<file path="src/rtl/cerr_pkg.sv">
package cerr_pkg;

    localparam int CLASS_W = 6;
    localparam int VEC_W   = CLASS_W + 1;
    localparam int LOG_BIT = CLASS_W;

    typedef enum logic [1:0] {
        ST_IDLE  = 2'd0,
        ST_WRITE = 2'd1,
        ST_FIRE  = 2'd2
    } seq_state_e;

    typedef struct packed {
        logic [CLASS_W-1:0] cls;
        logic               log_en;
    } err_req_t;

    // Header logging is only legal alongside one of class bits 2..5.
    function automatic logic log_allowed(input logic [CLASS_W-1:0] cls);
        return |cls[5:2];
    endfunction

    function automatic logic [VEC_W-1:0] build_vec(input err_req_t r);
        return {r.log_en & log_allowed(r.cls), r.cls};
    endfunction

endpackage

</file>
<file path="src/rtl/cerr_hdr_writer.sv">
module cerr_hdr_writer #(
    parameter int ADDR_W    = 12,
    parameter int DATA_W    = 32,
    parameter int NWR       = 4,
    parameter int BASE_ADDR = 'h81C,
    parameter int ADDR_STEP = 4
) (
    input  logic                  clk,
    input  logic                  rst,
    input  logic                  start,
    input  logic [NWR*DATA_W-1:0] hdr_in,
    input  logic                  ack,
    output logic                  wr_en,
    output logic [ADDR_W-1:0]     addr,
    output logic [DATA_W-1:0]     data,
    output logic                  done
);
    localparam int HDR_W = NWR * DATA_W;
    localparam int IDX_W = (NWR > 1) ? $clog2(NWR) : 1;
    localparam logic [IDX_W-1:0] LAST_IDX = IDX_W'(NWR - 1);

    logic                 busy_q;
    logic [IDX_W-1:0]     idx_q;
    logic [HDR_W-1:0]     hdr_q;
    logic [DATA_W-1:0]    dword [NWR];

    // Most significant dword goes out first.
    for (genvar g = 0; g < NWR; g++) begin : g_dword
        assign dword[g] = hdr_q[HDR_W-1-g*DATA_W -: DATA_W];
    end

    always_ff @(posedge clk) begin
        if (rst) begin
            busy_q <= 1'b0;
            idx_q  <= '0;
            hdr_q  <= '0;
        end else if (!busy_q) begin
            if (start) begin
                busy_q <= 1'b1;
                idx_q  <= '0;
                hdr_q  <= hdr_in;
            end
        end else if (ack) begin
            if (idx_q == LAST_IDX) begin
                busy_q <= 1'b0;
                idx_q  <= '0;
            end else begin
                idx_q <= idx_q + 1'b1;
            end
        end
    end

    assign wr_en = busy_q;
    assign addr  = ADDR_W'(BASE_ADDR + int'(idx_q) * ADDR_STEP);
    assign data  = dword[idx_q];
    assign done  = busy_q & ack & (idx_q == LAST_IDX);

    // an unacknowledged write holds its strobe, address and data.
    assert_wr_hold_R4: assert property (@(posedge clk) disable iff (rst)
        (wr_en && !ack) |=> (wr_en && $stable(addr) && $stable(data)));

    // after a non-final acknowledge the next address is one step higher.
    assert_addr_ascend_R3: assert property (@(posedge clk) disable iff (rst)
        (wr_en && ack && !done) |=> (wr_en && addr == $past(addr) + ADDR_W'(ADDR_STEP)));

    // the final acknowledge ends the write phase.
    assert_last_ends_R3: assert property (@(posedge clk) disable iff (rst)
        done |=> !wr_en);

endmodule

</file>
<file path="src/rtl/cerr_pend_counter.sv">
module cerr_pend_counter #(
    parameter int PEND_W = 4
) (
    input  logic clk,
    input  logic rst,
    input  logic issue,
    input  logic retire,
    output logic pending
);
    localparam logic [PEND_W-1:0] CNT_MAX = {PEND_W{1'b1}};

    logic [PEND_W-1:0] cnt_q;

    always_ff @(posedge clk) begin
        if (rst) begin
            cnt_q <= '0;
        end else if (issue && !retire && cnt_q != CNT_MAX) begin
            cnt_q <= cnt_q + 1'b1;
        end else if (retire && !issue && cnt_q != '0) begin
            cnt_q <= cnt_q - 1'b1;
        end
    end

    assign pending = (cnt_q != '0);

    // an issue below the ceiling raises the count by one.
    assert_cnt_inc_R9: assert property (@(posedge clk) disable iff (rst)
        (issue && !retire && cnt_q != CNT_MAX) |=> cnt_q == $past(cnt_q) + 1'b1);

    // the count never wraps at either limit.
    assert_no_overflow_R9: assert property (@(posedge clk) disable iff (rst)
        (cnt_q == CNT_MAX && !retire) |=> cnt_q == CNT_MAX);

    assert_no_underflow_R9: assert property (@(posedge clk) disable iff (rst)
        (cnt_q == '0 && !issue) |=> cnt_q == '0);

endmodule

</file>
<file path="src/rtl/cerr_seq_ctrl.sv">
module cerr_seq_ctrl
    import cerr_pkg::*;
#(
    parameter int FUNC_W = 3
) (
    input  logic               clk,
    input  logic               rst,
    input  logic               req_valid,
    output logic               req_ready,
    input  logic [CLASS_W-1:0] req_class,
    input  logic [FUNC_W-1:0]  req_func,
    input  logic               req_log,
    output logic               wr_start,
    input  logic               wr_done,
    output logic [VEC_W-1:0]   err_vec,
    output logic [FUNC_W-1:0]  err_func
);
    seq_state_e           state_q;
    err_req_t             req_q;
    logic [FUNC_W-1:0]    func_q;
    logic                 accept;
    logic                 do_log;

    assign req_ready = (state_q == ST_IDLE);
    assign accept    = req_valid & req_ready;
    assign do_log    = req_log & log_allowed(req_class);
    assign wr_start  = accept & do_log;

    always_ff @(posedge clk) begin
        if (rst) begin
            state_q <= ST_IDLE;
            req_q   <= '0;
            func_q  <= '0;
        end else begin
            unique case (state_q)
                ST_IDLE: if (accept) begin
                    req_q.cls    <= req_class;
                    req_q.log_en <= req_log;
                    func_q       <= req_func;
                    state_q      <= do_log ? ST_WRITE : ST_FIRE;
                end
                ST_WRITE: if (wr_done) state_q <= ST_FIRE;
                ST_FIRE:  state_q <= ST_IDLE;
                default:  state_q <= ST_IDLE;
            endcase
        end
    end

    assign err_vec  = (state_q == ST_FIRE) ? build_vec(req_q) : '0;
    assign err_func = (state_q == ST_FIRE) ? func_q : '0;

    // the log qualifier only rides with one of class bits 2..5.
    assert_log_qual_R5: assert property (@(posedge clk) disable iff (rst)
        err_vec[LOG_BIT] |-> |err_vec[5:2]);

    // the vector pulse lasts a single cycle.
    assert_single_pulse_R8: assert property (@(posedge clk) disable iff (rst)
        (err_vec != '0 || err_func != '0) |=> (err_vec == '0 && err_func == '0));

    // without logging the pulse cycle follows acceptance at once.
    assert_nolog_fire_R7: assert property (@(posedge clk) disable iff (rst)
        (accept && !req_log) |=> (state_q == ST_FIRE && !err_vec[LOG_BIT]));

    // acceptance makes the block busy.
    assert_busy_R2: assert property (@(posedge clk) disable iff (rst)
        accept |=> !req_ready);

    // completing the last write leads to the pulse cycle.
    assert_fire_after_write_R5: assert property (@(posedge clk) disable iff (rst)
        (state_q == ST_WRITE && wr_done) |=> err_vec[LOG_BIT]);

endmodule

</file>
<file path="src/rtl/cerr_log_seq.sv">
module cerr_log_seq
    import cerr_pkg::*;
#(
    parameter int FUNC_W    = 3,
    parameter int ADDR_W    = 12,
    parameter int DATA_W    = 32,
    parameter int NWR       = 4,
    parameter int BASE_ADDR = 'h81C,
    parameter int ADDR_STEP = 4,
    parameter int PEND_W    = 4
) (
    input  logic                  clk,
    input  logic                  rst,
    input  logic                  req_valid,
    output logic                  req_ready,
    input  logic [CLASS_W-1:0]    req_class,
    input  logic [FUNC_W-1:0]     req_func,
    input  logic [NWR*DATA_W-1:0] req_hdr,
    input  logic                  req_log,
    output logic                  mgmt_wr_en,
    output logic [ADDR_W-1:0]     mgmt_addr,
    output logic [DATA_W-1:0]     mgmt_wdata,
    input  logic                  mgmt_ack,
    output logic [VEC_W-1:0]      err_vec,
    output logic [FUNC_W-1:0]     err_func,
    input  logic                  mreq_issue,
    input  logic                  mreq_done,
    output logic                  cpl_pending
);
    logic wr_start;
    logic wr_done;

    cerr_seq_ctrl #(.FUNC_W(FUNC_W)) u_ctrl (
        .clk       (clk),
        .rst       (rst),
        .req_valid (req_valid),
        .req_ready (req_ready),
        .req_class (req_class),
        .req_func  (req_func),
        .req_log   (req_log),
        .wr_start  (wr_start),
        .wr_done   (wr_done),
        .err_vec   (err_vec),
        .err_func  (err_func)
    );

    cerr_hdr_writer #(
        .ADDR_W    (ADDR_W),
        .DATA_W    (DATA_W),
        .NWR       (NWR),
        .BASE_ADDR (BASE_ADDR),
        .ADDR_STEP (ADDR_STEP)
    ) u_writer (
        .clk    (clk),
        .rst    (rst),
        .start  (wr_start),
        .hdr_in (req_hdr),
        .ack    (mgmt_ack),
        .wr_en  (mgmt_wr_en),
        .addr   (mgmt_addr),
        .data   (mgmt_wdata),
        .done   (wr_done)
    );

    cerr_pend_counter #(.PEND_W(PEND_W)) u_pend (
        .clk     (clk),
        .rst     (rst),
        .issue   (mreq_issue),
        .retire  (mreq_done),
        .pending (cpl_pending)
    );

    // while a sequence runs, no write happens with the block idle.
    assert_wr_busy_R2: assert property (@(posedge clk) disable iff (rst)
        mgmt_wr_en |-> !req_ready);

    // no pulse during a write phase.
    assert_no_vec_in_write_R8: assert property (@(posedge clk) disable iff (rst)
        mgmt_wr_en |-> err_vec == '0);

endmodule

</file>
<file path="config.mk">
export PLATFORM = sky130hd
export DESIGN_NAME = cerr_log_seq
export DESIGN_NICKNAME = d
export VERILOG_FILES = /design/src/rtl/cerr_pkg.sv /design/src/rtl/cerr_hdr_writer.sv /design/src/rtl/cerr_pend_counter.sv /design/src/rtl/cerr_seq_ctrl.sv /design/src/rtl/cerr_log_seq.sv
export SDC_FILE = /design/constraint.sdc
export NUM_CORES = 1
export LEC_CHECK = 0
export BUFFER_PORTS_ARGS = -buffer_cell sky130_fd_sc_hd__buf_2
export CORE_MARGIN = 5
export CORE_UTILIZATION = 45
export CTS_CLUSTER_SIZE = 8
export DETAILED_ROUTE_END_ITERATION = 6
export MAX_ROUTING_LAYER = met4
export PLACE_DENSITY_LB_ADDON = 0.12
export SYNTH_ARGS = -nofsm -noshare
export SYNTH_HDL_FRONTEND = slang
export SYNTH_SLANG_ARGS = --single-unit
</file>
<file path="constraint.sdc">
create_clock -name clk -period 3.95 [get_ports clk]
set_input_delay 0.5925 -clock clk [delete_from_list [all_inputs] [get_ports clk]]
set_output_delay 0.5925 -clock clk [all_outputs]
set_load 0.05 [all_outputs]
</file>
=== Word level (Yosys, flattened, before mapping) ===
Cells that the tools add are included.

* $add $sub $neg: 4
* $lt $le $gt $ge: 1
* Equal/unequal tests: 7
* Mux-type cells: 19
* Bitwise gates (word level): 8
* Reductions and logical operators: 16

{| class="wikitable"
|+ Operators with widths
! kind !! number
|-
| binary-select mux 32 bit (select 2 bit) || 1
|-
| 2-to-1 mux 32 bit || 2
|-
| 2-to-1 mux 2 bit || 7
|-
| adder 12 x 4 -> 12 bit, first input constant || 1
|-
| 2-to-1 mux 4 bit || 2
|-
| AND reduction 2 bit || 4
|-
| OR reduction 4 bit || 2
|-
| 2-to-1 mux 7 bit || 1
|-
| bitwise AND 1 bit || 6
|-
| adder 4 x 1 -> 4 bit, second input constant || 1
|-
| equality test 2 bit, second input constant || 2
|-
| logical AND 1 bit || 4
|-
| 2-to-1 mux 1 bit || 4
|-
| inequality test 2 bit, second input constant || 2
|-
| inequality test 4 bit, second input constant || 1
|-
| case mux 2 bit (2 select lines) || 1
|-
| nonzero test 2 bit || 2
|-
| nonzero test 4 bit || 1
|-
| subtractor 4 x 1 -> 4 bit, second input constant || 1
|-
| >= comparator 3 bit, second input constant || 1
|-
| 2-to-1 mux 3 bit || 1
|-
| inverter 2 -> 3 bit || 1
|-
| adder 2 x 1 -> 2 bit, second input constant || 1
|-
| equality test 2 x 1 -> 1 bit, second input constant || 1
|-
| 4 further kinds || 5
|}

* Flip-flop bits (word level): 147
* Input bits: 144
* Output and inout port bits: 57
* Logic and storage cells: 63

=== Logic depth before layout (Yosys ltp) ===
Gate-level depths: netlist of run 1.

* Depth after elaboration: 5
* Mapped depth: 7
* Gate-level depth less buffers: 7

=== Modules after synthesis ===
From an unflattened synthesis of run 1, not the netlist that was laid out.

* Cells, all modules: 710
* Area, all modules: 6373.6 µm²

{| class="wikitable"
|+ Modules (own cells, without submodules)
! module !! times used !! cells an instance !! area an instance (µm²) !! seq. area each (µm²)
|-
| cerr_hdr_writer || 1 || 625 || 5545.3 || 2622.5
|-
| cerr_seq_ctrl || 1 || 58 || 555.5 || 240.2
|-
| cerr_pend_counter || 1 || 27 || 272.8 || 80.1
|}

=== Worst setup path before layout of run 1 ===
No wires, ideal clock.

* Path type: register -> output
* Start: register u_writer.idx_q[0]
* End: output mgmt_addr[5]
* Data arrival time: 2.100 ns
* Data required time: 3.357 ns
* Path slack: 1.258 ns
* Cell stages (with the launch flop): 6
* Path buffers: 2
* Path through: dfxtp_1 clkbuf_1 clkbuf_1 inv_1 ha_1 inv_1

* Longest elaborated chain between the ends: 1

{| class="wikitable"
|+ Ends and longest elaborated chain
! item !! RTL line !! RTL
|-
| start: declaration || cerr_hdr_writer.sv:23 || <nowiki>logic [IDX_W-1:0] idx_q;</nowiki>
|-
| start signal: assignment || cerr_hdr_writer.sv:48 || <nowiki>idx_q <= idx_q + 1'b1;</nowiki>
|-
| adder 12 x 4 -> 12 bit || cerr_hdr_writer.sv:54 || <nowiki>assign addr = ADDR_W'(BASE_ADDR + int'(idx_q) * ADDR_STEP);</nowiki>
|-
| end: declaration || cerr_log_seq.sv:21 || <nowiki>output logic [ADDR_W-1:0] mgmt_addr,</nowiki>
|}

Every way passes these cells.

=== Worst setup path in the final report of run 1 ===
* Start: register u_writer.idx_q[1]
* End: output mgmt_wdata[20]

* Longest elaborated chain between the ends: 4

{| class="wikitable"
|+ Ends and longest elaborated chain
! item !! RTL line !! RTL
|-
| inverter 2 -> 3 bit (not written as such) || cerr_hdr_writer.sv:55 || <nowiki>assign data = dword[idx_q];</nowiki>
|-
| binary-select mux 32 bit (select 2 bit) || cerr_hdr_writer.sv:55 ||
|-
| 2-to-1 mux 32 bit (not written as such) (2 in series) || cerr_hdr_writer.sv:55 ||
|-
| end: declaration || cerr_log_seq.sv:22 || <nowiki>output logic [DATA_W-1:0] mgmt_wdata,</nowiki>
|}

Every way passes these cells. The select of a mux whose other input is x is not followed.

==> results of run 1 <==
==> state kept, by name (all words and copies together) (netlist names) <==
| register | count |
|---|---|
| u_ctrl.req_q | 7 |
| u_writer.wr_en | 1 |
| u_ctrl.state_q | 2 |
| u_writer.idx_q | 2 |
| u_ctrl.func_q | 3 |
| u_pend.cnt_q | 4 |
| u_writer.dword | 128 |
==> final cells by class <==
| cell class | instances | area [um^2] | share of cell area, % |
|---|---|---|---|
| flip-flops and latches | 147 | 2950 | 38.0 |
| multi-input cells | 515 | 2930 | 37.8 |
| repair buffers | 199 | 1070 | 13.7 |
| clock buffers | 20 | 457 | 5.89 |
| well taps | 180 | 225 | 2.90 |
| clock inverters | 12 | 113 | 1.45 |
| inverters | 4 | 15.0 | 0.194 |
| diodes | 1 | 2.50 | 0.0323 |
==> cells in the mapped netlist <==
library cell / instances
nand2_1: 280
dfxtp_1: 147
a21oi_1: 142
mux4_2: 32
clkbuf_1: 25
buf_2: 17
buf_6: 12
and2_1: 10
buf_4: 8
nor2_1: 8
ha_1: 4
inv_1: 4
nor2b_1: 3
nor3_1: 3
conb_1: 2
mux2_2: 2
nand3_1: 2
o41ai_1: 2
xnor2_1: 2
a211oi_1: 1
a21o_1: 1
and3_1: 1
and3b_1: 1
fa_1: 1
mux2i_1: 1
nand4_1: 1
nor3_2: 1
nor3b_1: 1
nor4_1: 1
o2bb2ai_1: 1
o32ai_1: 1
o41ai_4: 1
or2_2: 1
or3_4: 1
or3b_4: 1
or4_1: 1
==> path summary, 6_finish.rpt <==
kind	slack [ns]	endpoint	cells after the start	from
worst max-delay path	1.12	mgmt_wdata[20]	3	u_writer.idx_q[1]
worst min-delay path	0.41	u_writer.dword[70]	3	req_hdr[70]
worst max register to register	1.75	u_writer.dword[56]	5	u_ctrl.state_q[0]
worst min register to register	0.45	u_ctrl.func_q[1]	2	u_ctrl.func_q[1]
==> worst max-delay path, cell delays in order (launching register included) <==
cell and delay [ns]:
dfxtp_2 0.76, buf_12 0.28, mux4_2 0.53, buf_2 0.23
==> where the power goes <==
group	leakage [nW]	internal (mW)	switching, mW
clock	0.289	0.951	0.587
combinational	1.67	0.187	0.316
sequential	1.20	1.57	0.0557
==> logic make-up (layout without fill, tap and decap cells) <==
| group | after synthesis | after routing | synth area share, % |
|---|---|---|---|
| compound gates | 149 | 149 | 12.6 |
| xor+xnor | 2 | 2 | 0.281 |
| fa+ha+maj | 5 | 5 | 1.12 |
| buf+inv | 66 | 235 | 6.24 |
| flops | 147 | 147 | 47.2 |
| mux | 35 | 35 | 12.1 |
| other cells | 2 | 9 | 0.120 |
| simple gates | 316 | 316 | 20.3 |
==> through the flow <==
stage / cell area [um^2] / worst slack [ns]
5_1_grt: 7760 / 0.979
3_3_place_gp: 7190 / 1.41
6_report: 7760 / 1.12
2_1_floorplan: 6260 / 1.26
4_1_cts: 7750 / 1.04
3_5_place_dp: 7190 / 1.34
==> layer usage <==
| layer | up-vias | share of wire, % | global-route usage, % |
|---|---|---|---|
| met1 | 2480 | 44 | 24.4 |
| met2 | 188 | 48 | 30.8 |
| met5 | - | 0 | - |
| li1 | 2733 | - | - |
| met3 | 28 | 6.5 | 5.08 |
| met4 | 0 | 2.2 | 8.49 |
==> results.cfg, run 1 <==
[routing]
ant_nets = 0
drt_iter0_drc = 382
postRouteWirelength_um = 15600
firstDrtPassIters = 5
vias = 5429
drc = 0
wl_per_cell_um = 14.5
via_per_inst = 5.04

[clocking]
cts_tree = yes
cts.sinks = 147
cts_resized = 0
postCtsHoldBufs = 0
cts_max_path_buffers = 2
clk-insertion-delay-late_ns = 0.42
path_clk_slew_ns = 0.06
htreeDepth = 4
post-cts-setup-buffers = 0
cts_root_buf = clkbuf_16
numCtsBuffers = 17

[timing]
fin_setup_tns_ns = 0
timing.final.crit_share_pct = 71.6
finalCriticalPeriod_ns = 2.83
grt_setup_unrepaired = no
tightest_slew_ns = 0.891
max_slew_margin_pct = 40.6
fin_hold_ws_ns = 0.409
setup_viol = 0
slew_violations = 0
max_freq_ghz = 0.353
finalHoldViolCount = 0
skew_ns = 0.00727

[floorplan]
die_x_um = 128
dieArea_um2 = 16300
start_util_pct = 45.5
coreArea_um2 = 13700
floorplan.io_pins = 201
fp.dieH_um = 128
fp-row-count = 43

[critical_path]
arrival_ns = 2.24
critPathMaxFanout = 18
setup.worst_path.start_class = register
critPathRequiredTime_ns = 3.36
end_kind = output pin
crit_type = reg2out

[grt]
grt_pass1_wl_um = 25200
grt_max_degree = 89
grt_util_all_layers_pct = 19.8
antenna_found_initial = 1
first_global_vias = 5404
grt.overflow.total = 0

[synthesis]
synth_top_cell_by_area = dfxtp_1
synth_seq_cells = 147
syn_area_per_cell_um2 = 8.64
ys_types = 36
yosysWarningCount = 0
synth.top_cell.area_share_pct = 47.2
netlist_instances = 722
synth_area_um2 = 6240
ys_seq_area_share_pct = 47.2
netlist_top_cells_area = dfxtp_1 (47%), nand2_1 (17%), mux4_2 (12%)

[power]
power_leakage_nw = 3.16
ir_drop_mv = 0.294
finalPower_mw = 3.66
p_per_area_nw_per_um2 = 472

[final_layout]
layout_common_cells = nand2_1 (280), buf_2 (191), dfxtp_1 (145)
final_util_pct = 56.5
drive_above_1_share_pct = 30.2
n_fill_cell = 1290
stdcell_count = 1078
area_delta_synth_final_pct = 24.4
nets = 1033
final_common_cell = nand2_1

[worst_hold_path]
hp-class = in2reg

[flow_run]
maxCapViolCount = 0

[place]
gp_congestion = 0.847
port_buffers = 192
dp.final_hpwl_um = 11000
dp.cells = 1045

[status]
status = finished, final reports clean
No activity file was read; power rests on OpenSTA's default activity.
==> inputs of run 2 (changes only) <==
==> constraint.sdc (replaced) <==
create_clock -name clk -period 2.5 [get_ports clk]
set_input_delay 0.375 -clock clk [delete_from_list [all_inputs] [get_ports clk]]
set_output_delay 0.375 -clock clk [all_outputs]
set_load 0.05 [all_outputs]
==> results.cfg, run 2 (same netlist as run 1, synthesis figures left out) <==
[status]
status = finished, final reports clean

[timing]
max_freq_ghz = 0.448
skew_ns = 0.00466
finalHoldViolCount = 0
fin_setup_tns_ns = 0
finalCriticalPeriod_ns = 2.23
max_slew_margin_pct = 62.5
grt_setup_unrepaired = no
timing.final.crit_share_pct = 89.2
tightest_slew_ns = 0.561
setup_viol = 0
slew_violations = 0

[place]
port_buffers = 192
dp.cells = 1049
dp.final_hpwl_um = 10700
gp_congestion = 0.834

[grt]
first_global_vias = 5265
use_met1_pct = 25.4
grtUsageMet3_pct = 5.63
busiest_layer = met2
grt.overflow.total = 0
grt_util_all_layers_pct = 19.8
met2_usage_pct = 30.0
grt_pass1_wl_um = 25200
antenna_found_initial = 1
grt_max_degree = 97

[final_layout]
multi_input_area_um2 = 2930
final_common_cell = nand2_1
ff_latch_area_um2 = 2950
layout_common_cells = nand2_1 (280), buf_2 (191), dfxtp_1 (145)
nets = 1037
drive_above_1_share_pct = 30.6
largest_reg_flops = 128
stdcell_count = 1083
n_fill_cell = 1300
area_delta_synth_final_pct = 26.8

[clocking]
cts_resized = 0
htreeDepth = 4
clk-insertion-delay-late_ns = 0.42
cts_tree = yes
cts_root_buf = clkbuf_16
post-cts-setup-buffers = 0
postCtsHoldBufs = 0
cts_max_path_buffers = 2
numCtsBuffers = 17
cts.sinks = 147
path_clk_slew_ns = 0.06

[floorplan]
dieArea_um2 = 16300
coreArea_um2 = 13700
floorplan.io_pins = 201
die_x_um = 128
start_util_pct = 45.5
fp-row-count = 43
fp.dieH_um = 128

[power]
p_switching_mw = 1.56
power_leakage_nw = 3.22
ir_drop_mv = 0.499
p_sw_share_pct = 25.2
seqPwrFrac_pct = 41.2
cellInternalPower_mw = 4.64
clockPowerShare_pct = 45.7
combPwrFrac_pct = 13.1
p_per_area_nw_per_um2 = 784

[critical_path]
critPathRequiredTime_ns = 2.12
critPathMaxFanout = 10
setup.worst_path.start_class = register
end_kind = output pin
crit_type = reg2out
arrival_ns = 1.86

[routing]
drt_iter0_drc = 360
via_per_inst = 5.03
wl_per_cell_um = 14.4
vias = 5450
postRouteWirelength_um = 15600
drc = 0
ant_nets = 0
firstDrtPassIters = 4

[worst_hold_path]
hp-class = in2reg

[flow_run]
maxCapViolCount = 0
## run 2: worst paths after layout
kind | from | to | slack, ns | cells past startpoint
setup reg to reg | u_pend.cnt_q[0] | u_pend.cnt_q[3] | 0.37 | 7
hold / removal | req_hdr[125] | u_writer.dword[125] | 0.19 | 3
setup / recovery | u_ctrl.state_q[1] | err_vec[6] | 0.27 | 4
hold reg to reg | u_ctrl.func_q[0] | u_ctrl.func_q[0] | 0.45 | 2
## run 2: final cells by class
| type | count | area share [%] |
|---|---|---|
| clock inverter | 15 | 2.99 |
| timing repair buffer | 203 | 14.2 |
| multi-input combinational | 515 | 37.1 |
| inverter | 4 | 0.190 |
| tap | 180 | 2.85 |
| sequential | 147 | 37.2 |
| antenna | 2 | 0.0633 |
| clock buffer | 17 | 5.38 |
## run 2: worst max-delay path, stage by stage (launching register included)
cell,delay [ns]
dfxtp_1,0.41
nor2b_1,0.50
nand2_1,0.12
nor2_1,0.12
buf_2,0.28
## run 2: per-stage QoR
step	instance area, um^2	power, mW	hold WS, ns	setup slack [ns]	util [%]
after CTS	7900	6.26	0.173	0.242	57.6
after detailed placement	7240	3.42	0.444	0.289	52.8
after floorplan	6260	3.18	0.432	0.0254	-
after global routing	7910	6.46	0.175	0.0851	57.6
after global placement	7240	3.40	0.439	0.375	52.8
final	7910	6.20	0.188	0.269	57.6
## run 2: power groups by stage
stage | clock network [mW] | logic (mW) | registers (mW)
6_report | 2.83 | 0.809 | 2.55
5_1_grt | 3.00 | 0.890 | 2.57
4_1_cts | 2.89 | 0.819 | 2.55
3_5_place_dp | 0 | 0.815 | 2.60
3_3_place_gp | 0 | 0.801 | 2.60
2_1_floorplan | 0 | 0.598 | 2.58
## run 2: metal layers
metal | vias up | wire length [um]
met5 | - | 0
met4 | 0 | 330
met3 | 29 | 1140
met2 | 167 | 7160
met1 | 2521 | 6980
li1 | 2733 | -
